--- config.mk ---
export PLATFORM = sky130hd
export DESIGN_NAME = pcr_column
export DESIGN_NICKNAME = d
export VERILOG_FILES = /design/src/rtl/pcr_pkg.sv /design/src/rtl/pcr_pixel.sv /design/src/rtl/pcr_token.sv /design/src/rtl/pcr_column.sv
export SDC_FILE = /design/constraint.sdc
export NUM_CORES = 2
export LEC_CHECK = 0
export BUFFER_PORTS_ARGS = -buffer_cell sky130_fd_sc_hd__buf_2
export CAP_MARGIN = 0
export CORE_AREA = 2 2 349 351
export DETAILED_ROUTE_END_ITERATION = 12
export DIE_AREA = 0 0 351 353
export PLACE_DENSITY = 0.62
export SLEW_MARGIN = 15
export SYNTH_ARGS = -nofsm -noshare
export SYNTH_HDL_FRONTEND = slang
export SYNTH_HIERARCHICAL = 1
export SYNTH_SLANG_ARGS = --single-unit
export TNS_END_PERCENT = 10
--- constraint.sdc ---
create_clock -name clk -period 32.5 [get_ports clk]
set_input_delay 1.625 -clock clk [delete_from_list [all_inputs] [get_ports clk]]
set_output_delay 1.625 -clock clk [all_outputs]
set_load 0.01 [all_outputs]
--- src/rtl/pcr_pkg.sv ---
package pcr_pkg;
  typedef enum logic [1:0] {
    PX_IDLE = 2'd0,
    PX_LEAD = 2'd1,
    PX_DONE = 2'd2
  } px_state_e;
endpackage

--- src/rtl/pcr_pixel.sv ---
module pcr_pixel
  import pcr_pkg::*;
#(
  parameter int TSW = 8
) (
  input  logic           clk,
  input  logic           rst_n,
  input  logic           disc_i,
  input  logic [TSW-1:0] tstamp_i,
  input  logic           frozen_i,
  input  logic           clr_i,
  output logic           flag_o,
  output logic           done_o,
  output logic [TSW-1:0] lead_o,
  output logic [TSW-1:0] trail_o
);
  px_state_e      state_q, state_d;
  logic           disc_q;
  logic [TSW-1:0] lead_q, trail_q;
  logic           rise, fall, lead_en, trail_en;

  assign rise = disc_i & ~disc_q;
  assign fall = ~disc_i & disc_q;

  always_comb begin
    state_d  = state_q;
    lead_en  = 1'b0;
    trail_en = 1'b0;
    unique case (state_q)
      PX_IDLE: if (rise && !frozen_i) begin
        state_d = PX_LEAD;
        lead_en = 1'b1;
      end
      PX_LEAD: if (fall) begin
        state_d  = PX_DONE;
        trail_en = 1'b1;
      end
      PX_DONE: if (clr_i) state_d = PX_IDLE;
      default: state_d = PX_IDLE;
    endcase
  end

  always_ff @(posedge clk or negedge rst_n) begin
    if (!rst_n) begin
      state_q <= PX_IDLE;
      disc_q  <= 1'b0;
      lead_q  <= '0;
      trail_q <= '0;
    end else begin
      state_q <= state_d;
      disc_q  <= disc_i;
      if (lead_en)  lead_q  <= tstamp_i;
      if (trail_en) trail_q <= tstamp_i;
    end
  end

  assign flag_o  = (state_q != PX_IDLE);
  assign done_o  = (state_q == PX_DONE);
  assign lead_o  = lead_q;
  assign trail_o = trail_q;


  hit_when_open_chk: assert property (@(posedge clk) disable iff (!rst_n)
    $rose(flag_o) |-> !$past(frozen_i));

  flag_clear_on_grant_chk: assert property (@(posedge clk) disable iff (!rst_n)
    $fell(flag_o) |-> $past(clr_i));

  lead_hold_chk: assert property (@(posedge clk) disable iff (!rst_n)
    (flag_o && $past(flag_o)) |-> $stable(lead_q));
endmodule

--- src/rtl/pcr_token.sv ---
module pcr_token #(
  parameter int NPIX = 60,
  parameter int IW   = 6
) (
  input  logic            clk,
  input  logic            rst_n,
  input  logic [NPIX-1:0] elig_i,
  input  logic            ro_en_i,
  input  logic            ready_i,
  output logic            valid_o,
  output logic [IW-1:0]   sel_o,
  output logic [NPIX-1:0] grant_o
);
  logic [IW-1:0] pick, hold_idx_q, hold_idx_d;
  logic          any, hold_v_q, hold_v_d;

  // lowest index wins
  always_comb begin
    pick = '0;
    any  = 1'b0;
    for (int i = NPIX - 1; i >= 0; i--) begin
      if (elig_i[i]) begin
        pick = IW'(i);
        any  = 1'b1;
      end
    end
  end

  assign sel_o   = hold_v_q ? hold_idx_q : pick;
  assign valid_o = ro_en_i & (hold_v_q | any);
  assign grant_o = (valid_o && ready_i) ? (NPIX'(1) << sel_o) : '0;

  always_comb begin
    hold_v_d   = valid_o & ~ready_i;
    hold_idx_d = sel_o;
  end

  always_ff @(posedge clk or negedge rst_n) begin
    if (!rst_n) begin
      hold_v_q   <= 1'b0;
      hold_idx_q <= '0;
    end else begin
      hold_v_q   <= hold_v_d;
      hold_idx_q <= hold_idx_d;
    end
  end


  grant_onehot_chk: assert property (@(posedge clk) disable iff (!rst_n)
    $onehot0(grant_o));

  stall_hold_chk: assert property (@(posedge clk) disable iff (!rst_n)
    (valid_o && !ready_i) |=> (valid_o && $stable(sel_o)));
endmodule

--- src/rtl/pcr_column.sv ---
module pcr_column #(
  parameter int NPIX = 60,
  parameter int TSW  = 8,
  parameter int AW   = 8
) (
  input  logic                clk,
  input  logic                rst_n,
  input  logic [NPIX-1:0]     disc_i,
  input  logic [TSW-1:0]      tstamp_i,
  input  logic                eoc_ack_i,
  input  logic                rec_ready_i,
  output logic                fastor_o,
  output logic                rec_valid_o,
  output logic [2*TSW+AW-1:0] rec_data_o
);
  localparam int IW = (NPIX > 1) ? $clog2(NPIX) : 1;

  logic            rst_ff1, rst_s;
  logic [NPIX-1:0] flags, dones, grant;
  logic [TSW-1:0]  lead_a  [NPIX];
  logic [TSW-1:0]  trail_a [NPIX];
  logic [IW-1:0]   sel;
  logic            ro_en_q, ro_en_d;

  // reset: asserted asynchronously, released on the clock
  always_ff @(posedge clk or negedge rst_n) begin
    if (!rst_n) begin
      rst_ff1 <= 1'b0;
      rst_s   <= 1'b0;
    end else begin
      rst_ff1 <= 1'b1;
      rst_s   <= rst_ff1;
    end
  end

  for (genvar g = 0; g < NPIX; g++) begin : g_px
    pcr_pixel #(.TSW(TSW)) u_px (
      .clk      (clk),
      .rst_n    (rst_s),
      .disc_i   (disc_i[g]),
      .tstamp_i (tstamp_i),
      .frozen_i (fastor_o),
      .clr_i    (grant[g]),
      .flag_o   (flags[g]),
      .done_o   (dones[g]),
      .lead_o   (lead_a[g]),
      .trail_o  (trail_a[g])
    );
  end

  assign fastor_o = |flags;

  always_comb begin
    ro_en_d = ro_en_q;
    if (!fastor_o)      ro_en_d = 1'b0;
    else if (eoc_ack_i) ro_en_d = 1'b1;
  end

  always_ff @(posedge clk or negedge rst_s) begin
    if (!rst_s) ro_en_q <= 1'b0;
    else        ro_en_q <= ro_en_d;
  end

  pcr_token #(.NPIX(NPIX), .IW(IW)) u_tok (
    .clk     (clk),
    .rst_n   (rst_s),
    .elig_i  (dones),
    .ro_en_i (ro_en_q),
    .ready_i (rec_ready_i),
    .valid_o (rec_valid_o),
    .sel_o   (sel),
    .grant_o (grant)
  );

  assign rec_data_o = {lead_a[sel], trail_a[sel], AW'(sel)};


  ro_start_chk: assert property (@(posedge clk) disable iff (!rst_s)
    $rose(ro_en_q) |-> $past(eoc_ack_i));

  release_chk: assert property (@(posedge clk) disable iff (!rst_s)
    !fastor_o |-> !rec_valid_o);

  stall_data_chk: assert property (@(posedge clk) disable iff (!rst_s)
    (rec_valid_o && !rec_ready_i) |=> $stable(rec_data_o));
endmodule

==> qor.yml <==
overflow: 0
cts.sink_count: 1150
finClkSkew_ps: 35.7
hold_violations: 0
antenna_found_initial: 5
setup_tns_ps: 0
grtUsageTotal_pct: 24.9
start_util_pct: 44.6
finalWirelength_um: 152000
post_cts_resized: 0
vias_per_cell: 5.89
cts_tree: "built"
end_kind: "output port"
ys_types: 69
cp_max_fo: 35
synth-seq-area-share_pct: 53.4
hp-class: "reg -> reg"
min_period_over_period_pct: 26.7
numCtsBuffers: 131
power_density_nw_per_um2: 91.5
cts-hold-fix-buffers: 0
worstPathArrival_ps: 7040
die_x_um: 351
grt_max_degree: 171
power.switching_mw: 2.30
post-route-util_pct: 50.2
clk_pin_slew_ps: 60
slew_headroom_pct: 20.7
async_reset_ff_share_pct: 100
p_int_mw: 3.24
maxSlewViolCount: 0
fmax_mhz: 115
layout-drive-gt1-share_pct: 44.9
cpMostUsedCell: "buf_4"
ios: 98
startpoint_type: "flip-flop"
yosysWarnings: 6
ys_seq_elements: 1150
cp.required_ps: 30870
postCtsSetupBuffers: 0
holdWs_ps: 348
pwr-share-comb_pct: 44.1
clock-root-buffer: "clkbuf_16"
tightest_slew_ps: 1190
cp_slowest_cell: "nand3_1"
cts-htree-levels: 4
synth_most_common_cell: "dfrtp_1"
dr.pass1.iters: 5
irDropWorstVdd_uv: 155
worstSetupPathType: "reg -> out"
sequentialPowerShare_pct: 28.8
grt_setup_unrepaired: "false"
syn_area_um2: 53800
finalWeightedCongestion: 0.839
io_buffers: 95
cellLeakagePower_nw: 28.5
hold_path_depth: 0
synth.avg_cell_area_um2: 14.6
synth_edf_count: 0
area_delta_synth_final_pct: 12.5
dr_wl_met3_um: 8320
core-area_um2: 121000
wire_per_inst_um: 27.3
drc_errors: 0
synth_ff_type: "dfrtp_1"
period_needed_ps: 8670
highest_layer: "met5"
clockPowerShare_pct: 27.2
fin_ws_ps: 23830
clk_latency_ps: 760
syn_inst: 3681
reg2regPathDepth: 9
die_y_um: 353
synthDominantCellAreaShare_pct: 53.4
path_cells: "nor2b_1 -> or4_1 -> a21bo_2 -> o21ai_1 -> a21oi_4 -> buf_4 -> inv_6 -> buf_4 -> buf_4 -> nand3_1 -> o221ai_1 -> a21oi_1 -> a221o_1 -> o21ai_1 -> buf_2"
vias: 32800
ant_nets: 0
finalSetupViolations: 0
cpPeakStageDelay_ps: 990
final_net_count: 3915
pre_cts_ws_ps: 24500
status: "finished clean"
grt_pass1_vias: 33500
met1_length_um: 69600
synth.area.top_cells: "dfrtp_1 (53%), mux2_2 (20%), mux4_2 (7.9%)"
maxCapViolCount: 0
synthTopCellsByCount: "dfrtp_1 (1150), mux2_2 (971), mux4_2 (190), nor2_1 (147), inv_1 (134)"
wl_met2_um: 69700
p_total_mw: 5.54
die_area_um2: 124000
switching_share_pct: 41.5
grt_pass1_wl_um: 228000
synth_top_cell_by_area: "dfrtp_1"
row_count: 128
dp_hpwl_um: 99100
first_iter_violations: 2761
clockBufferDepth: 3
[power groups by stage]
stage / Clock (mW) / Sequential (mW) / Combinational, mW
after floorplan: 0 / 1.62 / 1.54
after global placement: 0 / 1.62 / 2.42
after detailed placement: 0 / 1.62 / 2.43
after CTS: 1.54 / 1.59 / 2.44
after global routing: 1.60 / 1.61 / 2.55
final: 1.51 / 1.59 / 2.44
[registers in the layout (all words and copies together), names as in the netlist, 6 cells and up]
signal,count
g_px.u_px/state_q,120
g_px.u_px/trail_o,480
g_px.u_px/lead_o,480
u_tok/hold_idx_q,6
g_px.u_px/disc_q,60
[cells by family (layout without fill, tap and decap cells)]
group,after synthesis,count (layout),synth area share [%]
other cells,2,7,0.0139
buf+inv,247,498,2.20
mux,1246,1246,30.1
flops,1150,1150,53.4
simple gates,668,668,9.27
compound gates,368,368,4.93
[per-stage QoR]
| step | area (um^2) | std cells |
|---|---|---|
| finish | 60600 | 5562 |
| global route | 60600 | 5558 |
| CTS | 60600 | 5558 |
| detailed placement | 56200 | 5335 |
| global placement | 56200 | 5335 |
| floorplan | 53800 | 3682 |
[worst max-delay path: cells and delay by family, from the launching register on]
kind / cells / cell delay [ps]
buf+inv: 5 / 2070
simple gates: 3 / 1850
compound gates: 7 / 1850
flops: 1 / 430
[cell type report]
type	count	area, um^2
clock inverters	31	488
inverters	135	524
diodes	4	10.0
multi-input cells	2285	24000
repair buffers	140	896
fillers	10300	60000
well taps	1625	2030
clock buffers	192	3860
flip-flops and latches	1150	28800
[final timing paths]
kind / from / endpoint / slack (ps)
max in group asynchronous: rst_s / g_px[20].u_px/trail_o[4] / 28220
setup reg to reg: g_px[1].u_px/state_q[1] / g_px[16].u_px/lead_o[2] / 27600
hold reg to reg: rst_ff1 / rst_s / 350
hold / removal: rst_ff1 / rst_s / 350
setup / recovery: g_px[43].u_px/state_q[1] / rec_data_o[18] / 23830
min in group asynchronous: rst_s / g_px[52].u_px/lead_o[1] / 460
[routing by layer]
layer | global-route usage, % | up-vias
li1 | - | 14100
met3 | 3.95 | 189
met5 | 0 | -
met4 | 7.38 | 4
met1 | 36.9 | 17700
met2 | 37.8 | 857
[placed cells by master, fill, tap and decap left out, drive strengths merged, types with 73 or more instances in the layout]
master / netlist / routed
a21oi: 104 / 104
buf: 62 / 140
clkbuf: 50 / 192
dfrtp: 1150 / 1150
inv: 135 / 140
mux2: 971 / 971
mux2i: 75 / 75
mux4: 200 / 200
nand2: 105 / 105
nor2: 147 / 147
nor2b: 73 / 73
nor3b: 122 / 122
(Power assumes the default switching activity.)
